--- config.mk ---
export PLATFORM = sky130hd
export DESIGN_NAME = hwk_ctrl
export DESIGN_NICKNAME = d
export VERILOG_FILES = /design/src/rtl/hwk_pkg.sv /design/src/rtl/hwk_wake_src.sv /design/src/rtl/hwk_settle.sv /design/src/rtl/hwk_flags.sv /design/src/rtl/hwk_ctrl.sv
export SDC_FILE = /design/constraint.sdc
export NUM_CORES = 1
export LEC_CHECK = 0
export BUFFER_PORTS_ARGS = -buffer_cell sky130_fd_sc_hd__buf_2
export CAP_MARGIN = 20
export CORE_MARGIN = 3
export CORE_UTILIZATION = 49
export CTS_CLUSTER_DIAMETER = 80
export CTS_CLUSTER_SIZE = 40
export DETAILED_ROUTE_END_ITERATION = 8
export PLACE_DENSITY = 0.74
export SLEW_MARGIN = 20
export SYNTH_ARGS = -nofsm -noshare
export SYNTH_HDL_FRONTEND = slang
export SYNTH_SLANG_ARGS = --single-unit
--- constraint.sdc ---
create_clock -name clk -period 2.4 [get_ports clk]
set_input_delay 0.24 -clock clk [delete_from_list [all_inputs] [get_ports clk]]
set_output_delay 0.24 -clock clk [all_outputs]
set_load 0.05 [all_outputs]
--- src/rtl/hwk_pkg.sv ---
package hwk_pkg;

   typedef enum logic [1:0] {
      ST_RUN    = 2'd0,
      ST_HALT   = 2'd1,
      ST_SETTLE = 2'd2
   } hwk_state_e;

   // ordered by wake priority, lowest first
   typedef enum logic [1:0] {
      ACT_RESUME = 2'd0,
      ACT_TAKE   = 2'd1,
      ACT_WARM   = 2'd2,
      ACT_FULL   = 2'd3
   } hwk_act_e;

endpackage

--- src/rtl/hwk_wake_src.sv ---
module hwk_wake_src #(
   parameter int NPIN = 8,
   parameter int NIRQ = 4
) (
   input  logic            clk,
   input  logic            rst_n,
   input  logic            halted_i,
   input  logic            enter_i,
   input  logic [NPIN-1:0] pin_i,
   input  logic [NPIN-1:0] pin_en_i,
   input  logic [NIRQ-1:0] irq_req_i,
   input  logic [NIRQ-1:0] irq_en_i,
   input  logic            stack_full_i,
   output logic            pin_wake_o,
   output logic            irq_wake_o,
   output logic            irq_take_o
);

   initial begin
      if (NPIN < 1 || NIRQ < 1) $fatal(1, "hwk_wake_src: NPIN and NIRQ must be at least 1");
   end

   logic [NPIN-1:0] pin_prev_q;
   logic [NPIN-1:0] pin_fall;
   logic [NIRQ-1:0] blk;
   logic [NIRQ-1:0] fresh;

   // previous pin sample, tracked every cycle so that only edges
   // between two samples taken at or after halt entry can wake
   always_ff @(posedge clk or negedge rst_n) begin
      if (!rst_n) pin_prev_q <= '1;
      else        pin_prev_q <= pin_i;
   end

   for (genvar p = 0; p < NPIN; p++) begin : g_pin
      assign pin_fall[p] = pin_en_i[p] & pin_prev_q[p] & ~pin_i[p];
   end

   // per-request blocking: a request high at halt entry is masked
   // until it drops while halted
   for (genvar q = 0; q < NIRQ; q++) begin : g_irq
      logic b_q;
      always_ff @(posedge clk or negedge rst_n) begin
         if (!rst_n)        b_q <= 1'b0;
         else if (enter_i)  b_q <= irq_req_i[q];
         else if (halted_i) b_q <= b_q & irq_req_i[q];
         else               b_q <= 1'b0;
      end
      assign blk[q]   = b_q;
      assign fresh[q] = irq_req_i[q] & ~b_q;
   end

   assign pin_wake_o = halted_i & (|pin_fall);
   assign irq_wake_o = halted_i & (|fresh);
   assign irq_take_o = (|(fresh & irq_en_i)) & ~stack_full_i;

   AST_BLOCK_NO_GROW: assert property (@(posedge clk) disable iff (!rst_n)
      (halted_i && $past(halted_i)) |-> ((blk & ~$past(blk)) == '0));

endmodule

--- src/rtl/hwk_settle.sv ---
module hwk_settle #(
   parameter int SETTLE_CYCLES = 1024
) (
   input  logic clk,
   input  logic rst_n,
   input  logic start_i,
   input  logic abort_i,
   output logic busy_o,
   output logic done_o
);

   localparam int CW = (SETTLE_CYCLES > 2) ? $clog2(SETTLE_CYCLES) : 1;
   localparam logic [CW-1:0] LAST = CW'(SETTLE_CYCLES - 1);

   initial begin
      if (SETTLE_CYCLES < 2) $fatal(1, "hwk_settle: SETTLE_CYCLES must be at least 2");
   end

   logic [CW-1:0] cnt_q;
   logic          busy_q;

   always_ff @(posedge clk or negedge rst_n) begin
      if (!rst_n) begin
         busy_q <= 1'b0;
         cnt_q  <= '0;
      end else if (abort_i) begin
         busy_q <= 1'b0;
         cnt_q  <= '0;
      end else if (start_i) begin
         busy_q <= 1'b1;
         cnt_q  <= '0;
      end else if (busy_q) begin
         if (cnt_q == LAST) begin
            busy_q <= 1'b0;
            cnt_q  <= '0;
         end else begin
            cnt_q <= cnt_q + 1'b1;
         end
      end
   end

   assign busy_o = busy_q;
   assign done_o = busy_q & (cnt_q == LAST) & ~abort_i;

   AST_CNT_IN_WINDOW: assert property (@(posedge clk) disable iff (!rst_n)
      !busy_q |-> (cnt_q == '0));
   AST_DONE_ENDS_BUSY: assert property (@(posedge clk) disable iff (!rst_n)
      done_o |=> !busy_o);

endmodule

--- src/rtl/hwk_flags.sv ---
module hwk_flags (
   input  logic clk,
   input  logic rst_n,
   input  logic set_pdf_i,
   input  logic clr_pdf_i,
   input  logic set_to_i,
   input  logic clr_to_i,
   output logic pdf_o,
   output logic to_o
);

   always_ff @(posedge clk or negedge rst_n) begin
      if (!rst_n) begin
         pdf_o <= 1'b0;
         to_o  <= 1'b0;
      end else begin
         if (set_pdf_i)      pdf_o <= 1'b1;
         else if (clr_pdf_i) pdf_o <= 1'b0;
         if (set_to_i)       to_o  <= 1'b1;
         else if (clr_to_i)  to_o  <= 1'b0;
      end
   end

   AST_PDF_CLEARS: assert property (@(posedge clk) disable iff (!rst_n)
      (clr_pdf_i && !set_pdf_i) |=> !pdf_o);
   AST_TO_HOLDS: assert property (@(posedge clk) disable iff (!rst_n)
      (!set_to_i && !clr_to_i) |=> (to_o == $past(to_o)));

endmodule

--- src/rtl/hwk_ctrl.sv ---
module hwk_ctrl
   import hwk_pkg::*;
#(
   parameter int NPIN          = 8,
   parameter int NIRQ          = 4,
   parameter int SETTLE_CYCLES = 1024
) (
   input  logic            clk,
   input  logic            rst_n,
   input  logic            halt_cmd_i,
   input  logic            clrwdt_i,
   input  logic            ext_rst_i,
   input  logic            wdt_tmo_i,
   input  logic [NIRQ-1:0] irq_req_i,
   input  logic [NIRQ-1:0] irq_en_i,
   input  logic            stack_full_i,
   input  logic [NPIN-1:0] pin_i,
   input  logic [NPIN-1:0] pin_wake_en_i,
   output logic            sysclk_en_o,
   output logic            halted_o,
   output logic            warm_rst_o,
   output logic            full_rst_o,
   output logic            resume_next_o,
   output logic            take_irq_o,
   output logic            to_flag_o,
   output logic            pdf_flag_o
);

   hwk_state_e st_q;
   hwk_act_e   cause_q;
   hwk_act_e   wake_cause;

   logic in_run, in_halt, in_settle;
   logic ext_now, run_wdt, halt_wdt, enter, clr_pdf;
   logic pin_wake, irq_wake, irq_take, wake_any;
   logic settle_busy, settle_done;
   logic full_q, warm_q, take_q, resume_q;

   assign in_run    = (st_q == ST_RUN);
   assign in_halt   = (st_q == ST_HALT);
   assign in_settle = (st_q == ST_SETTLE);

   hwk_wake_src #(.NPIN(NPIN), .NIRQ(NIRQ)) u_wake (
      .clk          (clk),
      .rst_n        (rst_n),
      .halted_i     (in_halt),
      .enter_i      (enter),
      .pin_i        (pin_i),
      .pin_en_i     (pin_wake_en_i),
      .irq_req_i    (irq_req_i),
      .irq_en_i     (irq_en_i),
      .stack_full_i (stack_full_i),
      .pin_wake_o   (pin_wake),
      .irq_wake_o   (irq_wake),
      .irq_take_o   (irq_take)
   );

   // command decode, priority: external reset, time-out, halt, clear
   assign ext_now  = ext_rst_i & ~in_halt;
   assign run_wdt  = in_run & ~ext_rst_i & wdt_tmo_i;
   assign halt_wdt = in_halt & ~ext_rst_i & wdt_tmo_i;
   assign enter    = in_run & ~ext_rst_i & ~wdt_tmo_i & halt_cmd_i;
   assign clr_pdf  = in_run & ~ext_rst_i & ~wdt_tmo_i & ~halt_cmd_i & clrwdt_i;
   assign wake_any = in_halt & (ext_rst_i | wdt_tmo_i | irq_wake | pin_wake);

   always_comb begin
      if (ext_rst_i)                 wake_cause = ACT_FULL;
      else if (wdt_tmo_i)            wake_cause = ACT_WARM;
      else if (irq_wake && irq_take) wake_cause = ACT_TAKE;
      else                           wake_cause = ACT_RESUME;
   end

   hwk_settle #(.SETTLE_CYCLES(SETTLE_CYCLES)) u_settle (
      .clk     (clk),
      .rst_n   (rst_n),
      .start_i (wake_any),
      .abort_i (ext_now),
      .busy_o  (settle_busy),
      .done_o  (settle_done)
   );

   hwk_flags u_flags (
      .clk       (clk),
      .rst_n     (rst_n),
      .set_pdf_i (enter),
      .clr_pdf_i (clr_pdf),
      .set_to_i  (run_wdt | halt_wdt),
      .clr_to_i  (enter),
      .pdf_o     (pdf_flag_o),
      .to_o      (to_flag_o)
   );

   always_ff @(posedge clk or negedge rst_n) begin
      if (!rst_n) begin
         st_q    <= ST_RUN;
         cause_q <= ACT_RESUME;
      end else if (ext_now) begin
         st_q <= ST_RUN;
      end else begin
         unique case (st_q)
            ST_RUN:    if (enter) st_q <= ST_HALT;
            ST_HALT:   if (wake_any) begin
                          st_q    <= ST_SETTLE;
                          cause_q <= wake_cause;
                       end
            ST_SETTLE: if (settle_done) st_q <= ST_RUN;
            default:   st_q <= ST_RUN;
         endcase
      end
   end

   always_ff @(posedge clk or negedge rst_n) begin
      if (!rst_n) begin
         full_q   <= 1'b0;
         warm_q   <= 1'b0;
         take_q   <= 1'b0;
         resume_q <= 1'b0;
      end else begin
         full_q   <= ext_now | run_wdt | (settle_done && cause_q == ACT_FULL);
         warm_q   <= settle_done && cause_q == ACT_WARM;
         take_q   <= settle_done && cause_q == ACT_TAKE;
         resume_q <= settle_done && cause_q == ACT_RESUME;
      end
   end

   assign sysclk_en_o   = ~in_halt;
   assign halted_o      = in_halt;
   assign full_rst_o    = full_q;
   assign warm_rst_o    = warm_q;
   assign take_irq_o    = take_q;
   assign resume_next_o = resume_q;

   AST_HALT_ENTRY: assert property (@(posedge clk) disable iff (!rst_n)
      enter |=> (halted_o && pdf_flag_o && !to_flag_o));
   AST_RUN_TIMEOUT: assert property (@(posedge clk) disable iff (!rst_n)
      run_wdt |=> (full_rst_o && to_flag_o));
   AST_HALT_HOLDS: assert property (@(posedge clk) disable iff (!rst_n)
      (in_halt && !ext_rst_i && !wdt_tmo_i && !irq_wake && !pin_wake) |=> halted_o);
   AST_SETTLE_TRACKS: assert property (@(posedge clk) disable iff (!rst_n)
      in_settle |-> settle_busy);
   AST_WARM_HAS_TO: assert property (@(posedge clk) disable iff (!rst_n)
      warm_rst_o |-> to_flag_o);
   AST_ONE_ACTION: assert property (@(posedge clk) disable iff (!rst_n)
      $onehot0({full_rst_o, warm_rst_o, take_irq_o, resume_next_o}));
   AST_SETTLE_IGNORES: assert property (@(posedge clk) disable iff (!rst_n)
      (in_settle && !ext_rst_i) |=> ($stable(pdf_flag_o) && $stable(to_flag_o) && !halted_o));

endmodule

==> implementation parameters, run 1 <==
Parameter                              Value

Critical path
  Nature of the critical path endpoint    primary output
  Critical path's largest stage delay    360 ps
  Critical path class    flip-flop to primary output
  Startpoint kind of the worst setup timing path    flip-flop
  Critical path arrival    1600 ps
  Cell with the biggest individual delay on the critical path    sky130_fd_sc_hd__dfrtp_1
  CP required    2160 ps
  Cell-by-cell trace of the critical path    inv_1 > nand2_1 > clkinv_1 > buf_2
  Worst-path maximum fanout    9

Routing
  Total number of vias    1270
  Detailed-routing wirelength on met1    1.48 mm
  Antenna Violating Nets Remaining    0
  # DRC    0
  Top layer in use    met4
  Detailed-route wire length    3.22 mm
  Routed met2 length    1.51 mm
  Average wire per standard cell    13.9 um
  Met3 wire length    192 um
  Ratio of routed vias to standard cells    5.47
  First-pass iteration count of the detailed router    4
  Initial drt markers    31

Timing
  Peak Freq    approximately 540 MHz
  Final worst path period share    0.767
  Setup_tns    0 ps
  Total of endpoints with negative setup slack in the final report    0
  Slew Limit Headroom    0.530
  Worst clock skew on the final layout    approximately 13 ps
  RSZ-0062 raised after global routing    false
  Count of final hold-check violations    0
  Slew of the pin with the lowest slew margin    705 ps
  Period minus WS final    1840 ps
  Number of max-slew violations in the final report    0

Global route
  Number of global-route vias before repair    1174
  Grt total ovfl    0
  Initial antenna violation count    0
  GRT Util Overall    0.188
  First-pass GRT wire length    5.01 mm
  Pin count of the biggest net entering global routing    34

Floorplan
  Die Y    61.7 um
  Chip width    61.7 um
  IO Count    39
  Placeable Area    0.00285 mm2
  Initial cell density of the core    0.532
  Die Outline Area    0.00380 mm2
  Site Rows    19

Yosys
  Synth Flop Type    sky130_fd_sc_hd__dfrtp_1
  Fraction of post-synthesis cell area in the top cell type by area    0.412
  Cell taking the most area after synthesis    sky130_fd_sc_hd__dfrtp_1
  Syn Nets    180
  Syn Inst Count    148
  Seq/Total Area, Yosys    0.550
  Yosys synthesis warning count    0
  Proportion of synthesized flip-flops having asynchronous set or reset    1.00
  Distinct cells, synth    41
  Avg Synthesized Cell Area    10.3 um2
  Synth Cell Area    0.00152 mm2
  Top cells by instance count after synthesis    25 x sky130_fd_sc_hd__dfrtp_1, 25 x sky130_fd_sc_hd__nand2_1, 10 x sky130_fd_sc_hd__nor2_1
  Number of enable flip-flop cells after synthesis    0
  Flops & latches, synth    33
  Largest cells by area after synthesis    sky130_fd_sc_hd__dfrtp_1 41%, sky130_fd_sc_hd__dfstp_2 14%, sky130_fd_sc_hd__nand2_1 6.2%

Cells and area
  Number of antenna diodes    0
  Nets    232
  Synthesis-to-layout area growth    24.3%
  Proportion of layout cells with a drive suffix above 1    0.308

Power and ir drop
  Leakage dissipation    0.859 nW
  Internal cell power    0.800 mW
  Post-layout total power    1.11 mW
  Peak supply drop    around 0.36 mV
  Portion of total power attributed to the clock network    0.290
  Switching pwr    between 0.3 and 0.4 mW
  Switching power as a share of total power    0.277
  Fraction of power consumed by combinational cells    0.152
  Share of power burned in registers    0.558
  Total power density per cell area    586 mW/mm2

CTS
  Count of H-tree levels built during CTS    2
  Resized Gates After CTS    0
  Total clock sinks    33
  Buffers from clock root to sink, at most    2
  Clk Latency, worst-skew pair    340 ps
  Clock tree from TritonCTS    yes
  CTS root buf    sky130_fd_sc_hd__clkbuf_4
  Number of buffers inserted during clock tree synthesis    5
  Clock slew at reported path FFs    roughly 90 ps

Placed design
  Final weighted congestion of routability-driven global placement    0.795
  HPWL reported at the end of detailed placement    2.32 mm
  Buffers on Ports    38

Hold path
  Hold Path Class    input pin to flip-flop

Run
  Max-capacitance violation count    0

Outcome
  Status    finished, final reports clean
==> placed cells by master, fill, tap and decap left out, types with 2 or more instances in the layout <==
master and count:
sky130_fd_sc_hd__a21oi_1 9, sky130_fd_sc_hd__o221ai_2 2, sky130_fd_sc_hd__o21ai_0 2, sky130_fd_sc_hd__xor2_1 3, sky130_fd_sc_hd__clkbuf_4 5, sky130_fd_sc_hd__dlygate4sd3_1 9, sky130_fd_sc_hd__o22ai_1 2, sky130_fd_sc_hd__nor2_1 10
sky130_fd_sc_hd__inv_1 8, sky130_fd_sc_hd__nor4_1 2, sky130_fd_sc_hd__clkbuf_1 2, sky130_fd_sc_hd__dfstp_2 8, sky130_fd_sc_hd__a21boi_0 2, sky130_fd_sc_hd__nand2_1 25, sky130_fd_sc_hd__nand3_1 7, sky130_fd_sc_hd__nor3_1 5
sky130_fd_sc_hd__buf_2 38, sky130_fd_sc_hd__a31oi_1 4, sky130_fd_sc_hd__mux2i_1 3, sky130_fd_sc_hd__nand4_1 3, sky130_fd_sc_hd__dfrtp_1 25, sky130_fd_sc_hd__nand3b_1 5
==> sequential cells by signal (all words and copies together) (netlist names) <==
register           cells
resume_next_o          1
full_rst_o             1
u_flags.pdf_o          1
u_flags.to_o           1
u_settle.busy_o        1
st_q                   2
u_wake.g_irq.b_q       4
cause_q                2
warm_rst_o             1
take_irq_o             1
u_settle.cnt_q        10
u_wake.pin_prev_q      8
==> cell type report <==
type | instances | area, um2
clock buffers | 8 | 58.8
fillers | 224 | 965
inverters | 9 | 33.8
multi-input cells | 104 | 641
flip-flops and latches | 33 | 836
well taps | 31 | 38.8
repair buffers | 47 | 280
==> cell families after synthesis <==
family | synth area share
adders and majority gates | 0.00824
buffers and inverters | 0.0280
muxes | 0.0272
DFF | 0.550
and+or+nand+nor | 0.217
xor gates and xnor gates | 0.0231
AOI/OAI and AO/OA | 0.146
==> power groups by stage <==
stage	clock network [mW]	registers [mW]	logic, mW
detailed placement	0	0.628	0.158
finish	0.321	0.618	0.168
global route	0.364	0.624	0.185
global placement	0	0.626	0.153
CTS	0.333	0.617	0.162
floorplan	0	0.651	0.0681
==> stage by stage <==
| step | utilization | setup WS [ps] | area, um2 | std cells | hold WS, ps |
|---|---|---|---|---|---|
| final | 0.662 | 559 | 1890 | 232 | 160 |
| after global routing | 0.662 | 450 | 1890 | 232 | 145 |
| after floorplan | - | 359 | 1520 | 148 | -55.6 |
| after detailed placement | 0.610 | 713 | 1740 | 215 | 328 |
| after CTS | 0.641 | 565 | 1830 | 226 | 3.08 |
| after global placement | 0.610 | 767 | 1740 | 215 | 323 |
==> path summary, 6_finish.rpt <==
| path | start | to | slack (ps) | cells after the start |
|---|---|---|---|---|
| setup / recovery | st_q[1] | halted_o | 560 | 4 |
| hold / removal | irq_req_i[0] | u_wake.g_irq[0].b_q | 160 | 2 |
| setup reg to reg | u_wake.pin_prev_q[2] | u_settle.cnt_q[7] | 730 | 5 |
| hold reg to reg | cause_q[1] | take_irq_o | 470 | 1 |
| max in group asynchronous | rst_n | cause_q[1] | 1450 | 2 |
| min in group asynchronous | rst_n | resume_next_o | 490 | 2 |
==> layer usage <==
metal / GRT usage / vias to the layer above
met5: 0 / -
met4: 0.0636 / 0
met3: 0.0881 / 5
met2: 0.286 / 36
met1: 0.236 / 594
li1: - / 635
==> timing repair <==
action / 4_1_cts / 5_1_grt
setup buffers: 0 / 0
hold buffers: 3 / 6
endpoints found under the hold margin: 27 / 6
endpoints found under the setup margin: 0 / 0
==> worst max-delay path, delay by kind of cell, from the launching register on <==
family                 cells  cell delay, ps
flip-flops                 1             360
AND/OR/NAND/NOR            1             180
buffers and inverters      3             720
Power figures use the tool's default switching activity.
==> run 2, diff against run 1 <==
clock period = 1.7 ns   (was 2.4 ns; I/O delays follow)
==> implementation parameters, run 2 (same netlist as run 1, synthesis figures left out) <==
Parameter                              Value

Placed design
  HPWL reported at the end of detailed placement    2.46 mm (+5.9%)
  Buffers on Ports    38 (unchanged)
  Final weighted congestion of routability-driven global placement    0.764 (-3.9%)
  Worst Setup Slack post-DPL    22.3 ps (-691 ps)
  Instance count after placement with tap cells included    220 (+2.3%)

Power and ir drop
  Peak supply drop    0.579 mV (+59%)
  Total power density per cell area    879 mW/mm2 (+50%)
  Leakage dissipation    0.913 nW (+6.2%)

Timing
  Worst clock skew on the final layout    13.3 ps (+0.270 ps)
  Peak Freq    620 MHz
  Number of max-slew violations in the final report    0 (unchanged)
  Slew Limit Headroom    0.529 (-0.00138)
  Count of final hold-check violations    0 (unchanged)
  WHS    70.9 ps (-89.2 ps)
  Setup_tns    0 ps (unchanged)
  Period minus WS final    about 1600 ps
  Slew of the pin with the lowest slew margin    707 ps (+2.06 ps)
  Final worst path period share    0.949
  Post-layout worst setup margin    87.3 ps (-472 ps)
  Total of endpoints with negative setup slack in the final report    0 (unchanged)

Floorplan
  Die Y    61.7 um (unchanged)
  IO Count    39 (unchanged)
  Placeable Area    0.00285 mm2 (unchanged)
  Die Outline Area    0.00380 mm2 (unchanged)
  Site Rows    19 (unchanged)
  Initial cell density of the core    0.532 (unchanged)
  Chip width    61.7 um (unchanged)

Hold path
  Hold Path Class    input pin to flip-flop
  Hold-critical path depth    4 (+2)

CTS
  Clock tree from TritonCTS    yes
  Total clock sinks    33 (unchanged)
  Clock slew at reported path FFs    100 ps (about the same)
  Number of buffers inserted during clock tree synthesis    5 (unchanged)
  Buffers from clock root to sink, at most    2 (unchanged)
  CTS root buf    sky130_fd_sc_hd__clkbuf_4
  Clk Latency, worst-skew pair    350 ps (about the same)
  Count of H-tree levels built during CTS    2 (unchanged)

Routing
  Initial drt markers    47 (+52%)
  Detailed-route wire length    3.47 mm (+7.6%)
  # DRC    0 (unchanged)
  Total number of vias    1340 (+5.5%)
  Ratio of routed vias to standard cells    5.58 (+2.0%)
  First-pass iteration count of the detailed router    4 (unchanged)
  Antenna Violating Nets Remaining    0 (unchanged)
  Average wire per standard cell    14.4 um (+4.0%)

Cells and area
  Commonest cells after routing, fill and taps aside    38 x sky130_fd_sc_hd__buf_2, 25 x sky130_fd_sc_hd__dfrtp_1, 24 x sky130_fd_sc_hd__nand2_1
  Layout Cells excl Fill    240 (+3.4%)
  Synthesis-to-layout area growth    30.6%
  Leading cell type in the layout, fill and taps excluded    sky130_fd_sc_hd__buf_2
  Number of fillers in the final layout    221 (-1.3%)
  Largest registers    u_settle.cnt_q: 10 flops, u_wake.pin_prev_q: 8 flops, u_wake.g_irq.b_q: 4 flops
  Register containing the most flip-flops in the final layout    u_settle.cnt_q
  Number of flip-flops in the largest register    10 (unchanged)
  Proportion of layout cells with a drive suffix above 1    0.359 (+0.0504)
  Number of antenna diodes    0 (unchanged)
  Nets    240 (+3.4%)

Global route
  Grt total ovfl    0 (unchanged)
  First-pass GRT wire length    5.78 mm (+15%)
  Pin count of the biggest net entering global routing    34 (unchanged)
  Number of global-route vias before repair    1284 (+9.4%)
  GRT Util Overall    0.216 (+0.0282)
  Initial antenna violation count    0 (unchanged)

Critical path
  Nature of the critical path endpoint    flip-flop
  CP required    1960 ps (-200 ps)
  Startpoint kind of the worst setup timing path    flip-flop
  Worst-path maximum fanout    5 (-4)
  Critical path arrival    1870 ps (+270 ps)
  Critical path class    flip-flop to flip-flop
  Number of cells on the worst reg-to-reg path    6 (+1)

Outcome
  Status    finished, final reports clean

Run
  Max-capacitance violation count    0 (unchanged)
## run 2: changes by cell type in the layout (fill, tap and decap cells not counted), sizes merged
cell / delta
buf: +8
bufinv: +1
clkbuf: -1
## run 2: timing repair
item                       CTS  global route
setup endpoints to repair    0            12
hold buffers                 9             0
setup buffers                0             3
gates resized for setup      0             2
hold endpoints to repair    33             0
## run 2: cell type report
| cell class | instances | area (um2) | share of cell area |
|---|---|---|---|
| sequential | 33 | 836 | 0.421 |
| clock buffer | 7 | 55.1 | 0.0278 |
| inverter | 9 | 35.0 | 0.0177 |
| clock inverter | 1 | 30.0 | 0.0151 |
| multi-input combinational | 104 | 648 | 0.327 |
| tap | 31 | 38.8 | 0.0196 |
| timing repair buffer | 55 | 340 | 0.172 |
## run 2: power by group
part	switching [mW]	internal, mW	total [mW]	leakage [nW]
combinational	0.162	0.100	0.262	0.452
clock	0.264	0.351	0.615	0.0455
sequential	0.0297	0.837	0.867	0.415
total	0.456	1.29	1.74	0.913
## run 2: worst paths after layout
kind,startpoint,to,slack [ps]
setup / recovery,u_settle.cnt_q[1],u_settle.cnt_q[5],90
hold / removal,clrwdt_i,u_flags.pdf_o,70
setup reg to reg,u_settle.cnt_q[1],u_settle.cnt_q[5],90
hold reg to reg,u_flags.pdf_o,u_flags.pdf_o,490
max in group asynchronous,rst_n,u_wake.g_irq[3].b_q,840
min in group asynchronous,rst_n,u_settle.cnt_q[9],400
## run 2: metrics by stage
| stage | util | area [um2] | power [mW] |
|---|---|---|---|
| 6_report | 0.695 | 1980 | 1.74 |
| 5_1_grt | 0.695 | 1980 | 1.84 |
| 4_1_cts | 0.686 | 1960 | 1.76 |
| 3_5_place_dp | 0.624 | 1780 | 1.12 |
| 3_3_place_gp | 0.624 | 1780 | 1.11 |
| 2_1_floorplan | - | 1520 | 1.02 |
## run 2: per-layer routing
layer,vias up,track usage,part of all wire
li1,644,-,-
met1,631,0.277,0.43
met2,59,0.335,0.48
met3,6,0.0776,0.072
met4,0,0.0818,0.017
met5,-,0,0
## run 2: worst max-delay path, stage by stage (launching register included)
cell and delay, ps:
sky130_fd_sc_hd__dfrtp_1 410, sky130_fd_sc_hd__ha_2 200, sky130_fd_sc_hd__and4_1 210, sky130_fd_sc_hd__nand4_1 230
sky130_fd_sc_hd__buf_4 170, sky130_fd_sc_hd__nand2_1 50, sky130_fd_sc_hd__a311oi_2 260
==> run 3, diff against run 2 <==
CORE_MARGIN = default   (was 3)
==> implementation parameters, run 3 (same netlist as run 1, synthesis figures left out) <==
Parameter                              Value

Outcome
  Status    finished with violations
  Failing checks    design-rule violations, negative setup slack

Power and ir drop
  Peak supply drop    0.484 mV (-16%)
  Internal cell power    1.15 mW (-11%)
  Fraction of power consumed by combinational cells    0.167 (+0.017)
  Switching pwr    0.447 mW (-1.9%)
  Portion of total power attributed to the clock network    0.287 (-0.066)
  Switching power as a share of total power    0.281 (+0.0194)
  Total power density per cell area    813 mW/mm2 (-7.6%)
  Share of power burned in registers    0.546 (+0.049)
  Leakage dissipation    0.902 nW (-1.2%)

Cells and area
  Nets    239 (-0.42%)
  Register containing the most flip-flops in the final layout    u_settle.cnt_q
  Proportion of layout cells with a drive suffix above 1    0.346 (-0.0127)
  Number of antenna diodes    0 (unchanged)
  Synthesis-to-layout area growth    29.0%
  Sequential cell area    836 um2 (unchanged)
  Largest registers    u_settle.cnt_q: 10 flops, u_wake.pin_prev_q: 8 flops, u_wake.g_irq.b_q: 4 flops
  Number of flip-flops in the largest register    10 (unchanged)
  Area occupied by multi-input gates    646 um2 (-0.39%)
  Commonest cells after routing, fill and taps aside    38 x sky130_fd_sc_hd__buf_2, 25 x sky130_fd_sc_hd__dfrtp_1, 24 x sky130_fd_sc_hd__nand2_1
  Leading cell type in the layout, fill and taps excluded    sky130_fd_sc_hd__buf_2
  Number of fillers in the final layout    232 (+5.0%)
  Layout Cells excl Fill    239 (-0.42%)

Hold path
  Hold-critical path depth    4 (unchanged)
  Hold Path Class    input pin to flip-flop
  Endpoint of the worst hold-timing path    u_flags.pdf_o
  Hold Path Origin    clrwdt_i

Critical path
  Startpoint of the worst-slack reg-to-reg timing path    u_settle.cnt_q[1]
  Reg-to-reg critical path endpoint    u_settle.cnt_q[3]
  Setup slack, reg-to-reg    -20 ps (-110 ps)
  Cell with the biggest individual delay on the critical path    sky130_fd_sc_hd__dfrtp_1
  Critical path arrival    1950 ps (+80 ps)
  Number of cells on the worst reg-to-reg path    6 (unchanged)
  Critical path class    flip-flop to flip-flop
  Startpoint kind of the worst setup timing path    flip-flop
  CP required    1930 ps (-30 ps)
  Launch point of the worst path    u_settle.cnt_q[1]
  Nature of the critical path endpoint    flip-flop
  Cell-by-cell trace of the critical path    ha_2 > and4_1 > nand4_1 > a21boi_1 > mux2i_1 > nor2b_1
  Critical path's largest stage delay    390 ps (-20 ps)
  Worst-path maximum fanout    5 (unchanged)

Timing
  Slew Limit Headroom    0.529 (about the same)
  Worst clock skew on the final layout    10.2 ps (-3.10 ps)
  Post-layout worst setup margin    -17.8 ps (-105 ps)
  Count of final hold-check violations    0 (unchanged)
  Period minus WS final    1720 ps (+105 ps)
  Total of endpoints with negative setup slack in the final report    1 (+1)
  Final worst path period share    1.01 (+0.0618)
  Peak Freq    582 MHz (-6.1%)
  Setup_tns    -17.8 ps (-17.8 ps)
  Slew of the pin with the lowest slew margin    707 ps (+0.342 ps)
  RSZ-0062 raised after global routing    true
  Number of max-slew violations in the final report    0 (unchanged)

Placed design
  Buffers on Ports    38 (unchanged)
  HPWL reported at the end of detailed placement    2.38 mm (-3.5%)
  Final weighted congestion of routability-driven global placement    0.873 (+14%)
  Instance count after placement with tap cells included    220 (unchanged)

Floorplan
  Die Y    57.7 um (-6.5%)
  Site Rows    19 (unchanged)
  Initial cell density of the core    0.532 (unchanged)
  Placeable Area    0.00285 mm2 (unchanged)
  IO Count    39 (unchanged)
  Die Outline Area    0.00333 mm2 (-13%)
  Chip width    57.7 um (-6.5%)

Routing
  Antenna Violating Nets Remaining    0 (unchanged)
  # DRC    1 (+1)
  Total number of vias    1333 (-0.52%)
  Ratio of routed vias to standard cells    5.58 (-0.11%)
  First-pass iteration count of the detailed router    7 (+3)
  Detailed-route wire length    3.40 mm (-2.0%)
  Average wire per standard cell    14.2 um (-1.6%)
  Initial drt markers    24 (-49%)

Global route
  Pin count of the biggest net entering global routing    34 (unchanged)
  GRT Util Overall    0.236 (+0.0202)
  Grt total ovfl    0 (unchanged)
  Number of global-route vias before repair    1318 (+2.6%)
  Initial antenna violation count    0 (unchanged)
  First-pass GRT wire length    5.82 mm (+0.59%)

CTS
  Total clock sinks    33 (unchanged)
  Count of H-tree levels built during CTS    2 (unchanged)
  Clk Latency, worst-skew pair    340 ps (about the same)
  Clock tree from TritonCTS    yes
  Buffers from clock root to sink, at most    2 (unchanged)
  Number of buffers inserted during clock tree synthesis    5 (unchanged)
  CTS root buf    sky130_fd_sc_hd__clkbuf_4
  Clock slew at reported path FFs    90 ps (about the same)

Run
  Max-capacitance violation count    0 (unchanged)
## run 3: how the worst max path moves through the flow
stage / to / slack [ps]
3_5_place_dp: u_settle.cnt_q[3] / 40
6_report: u_settle.cnt_q[3] / -20
2_1_floorplan: u_settle.cnt_q[7] / 180
3_3_place_gp: u_settle.cnt_q[3] / 60
4_1_cts: u_settle.cnt_q[7] / 20
5_1_grt: u_settle.cnt_q[3] / -110
## run 3: repair_timing
action                                 in CTS  in global routing
setup buffers                               0                  2
hold buffers                                9                  0
endpoints found under the hold margin      33                  0
setup endpoints to repair                   0                 11
gates resized for setup                     0                  2
## run 3: power groups by stage
stage / clock network (mW) / logic (mW) / registers (mW)
final: 0.457 / 0.266 / 0.870
after global routing: 0.494 / 0.291 / 0.876
after CTS: 0.462 / 0.257 / 0.870
after detailed placement: 0 / 0.240 / 0.883
after global placement: 0 / 0.232 / 0.879
after floorplan: 0 / 0.0970 / 0.919
## run 3: routing by layer
metal / wire length [um] / global-route usage / up-vias
met3: 170 / 0.0536 / 5
li1: - / - / 647
met2: 1700 / 0.387 / 43
met5: 0 / 0 / -
met1: 1490 / 0.313 / 638
met4: 38 / 0.0816 / 0
## run 3: final cells by class
class	count	share of cell area
clock buffer	8	0.0300
inverter	9	0.0179
multi-input combinational	104	0.330
sequential	33	0.427
tap	31	0.0198
timing repair buffer	54	0.176
## run 3: worst max-delay path: cells and delay by family, from the launching register on
kind	cells	cell delay, ps
flip-flops	1	390
AO/OA/AOI/OAI	1	280
multiplexers	1	120
AND/OR/NAND/NOR	3	620
adder cells (fa/ha/maj)	1	220
## run 3: stage by stage
step / total power [mW] / hold slack (ps) / setup slack, ps / area, um2 / util
after floorplan: 1.02 / -126 / 180 / 1520 / -
after global placement: 1.11 / 250 / 60.7 / 1780 / 0.624
after detailed placement: 1.12 / 256 / 44.1 / 1780 / 0.624
after CTS: 1.59 / 85.7 / 23.5 / 1930 / 0.676
after global routing: 1.66 / 89.0 / -111 / 1960 / 0.687
final: 1.59 / 89.8 / -17.8 / 1960 / 0.687
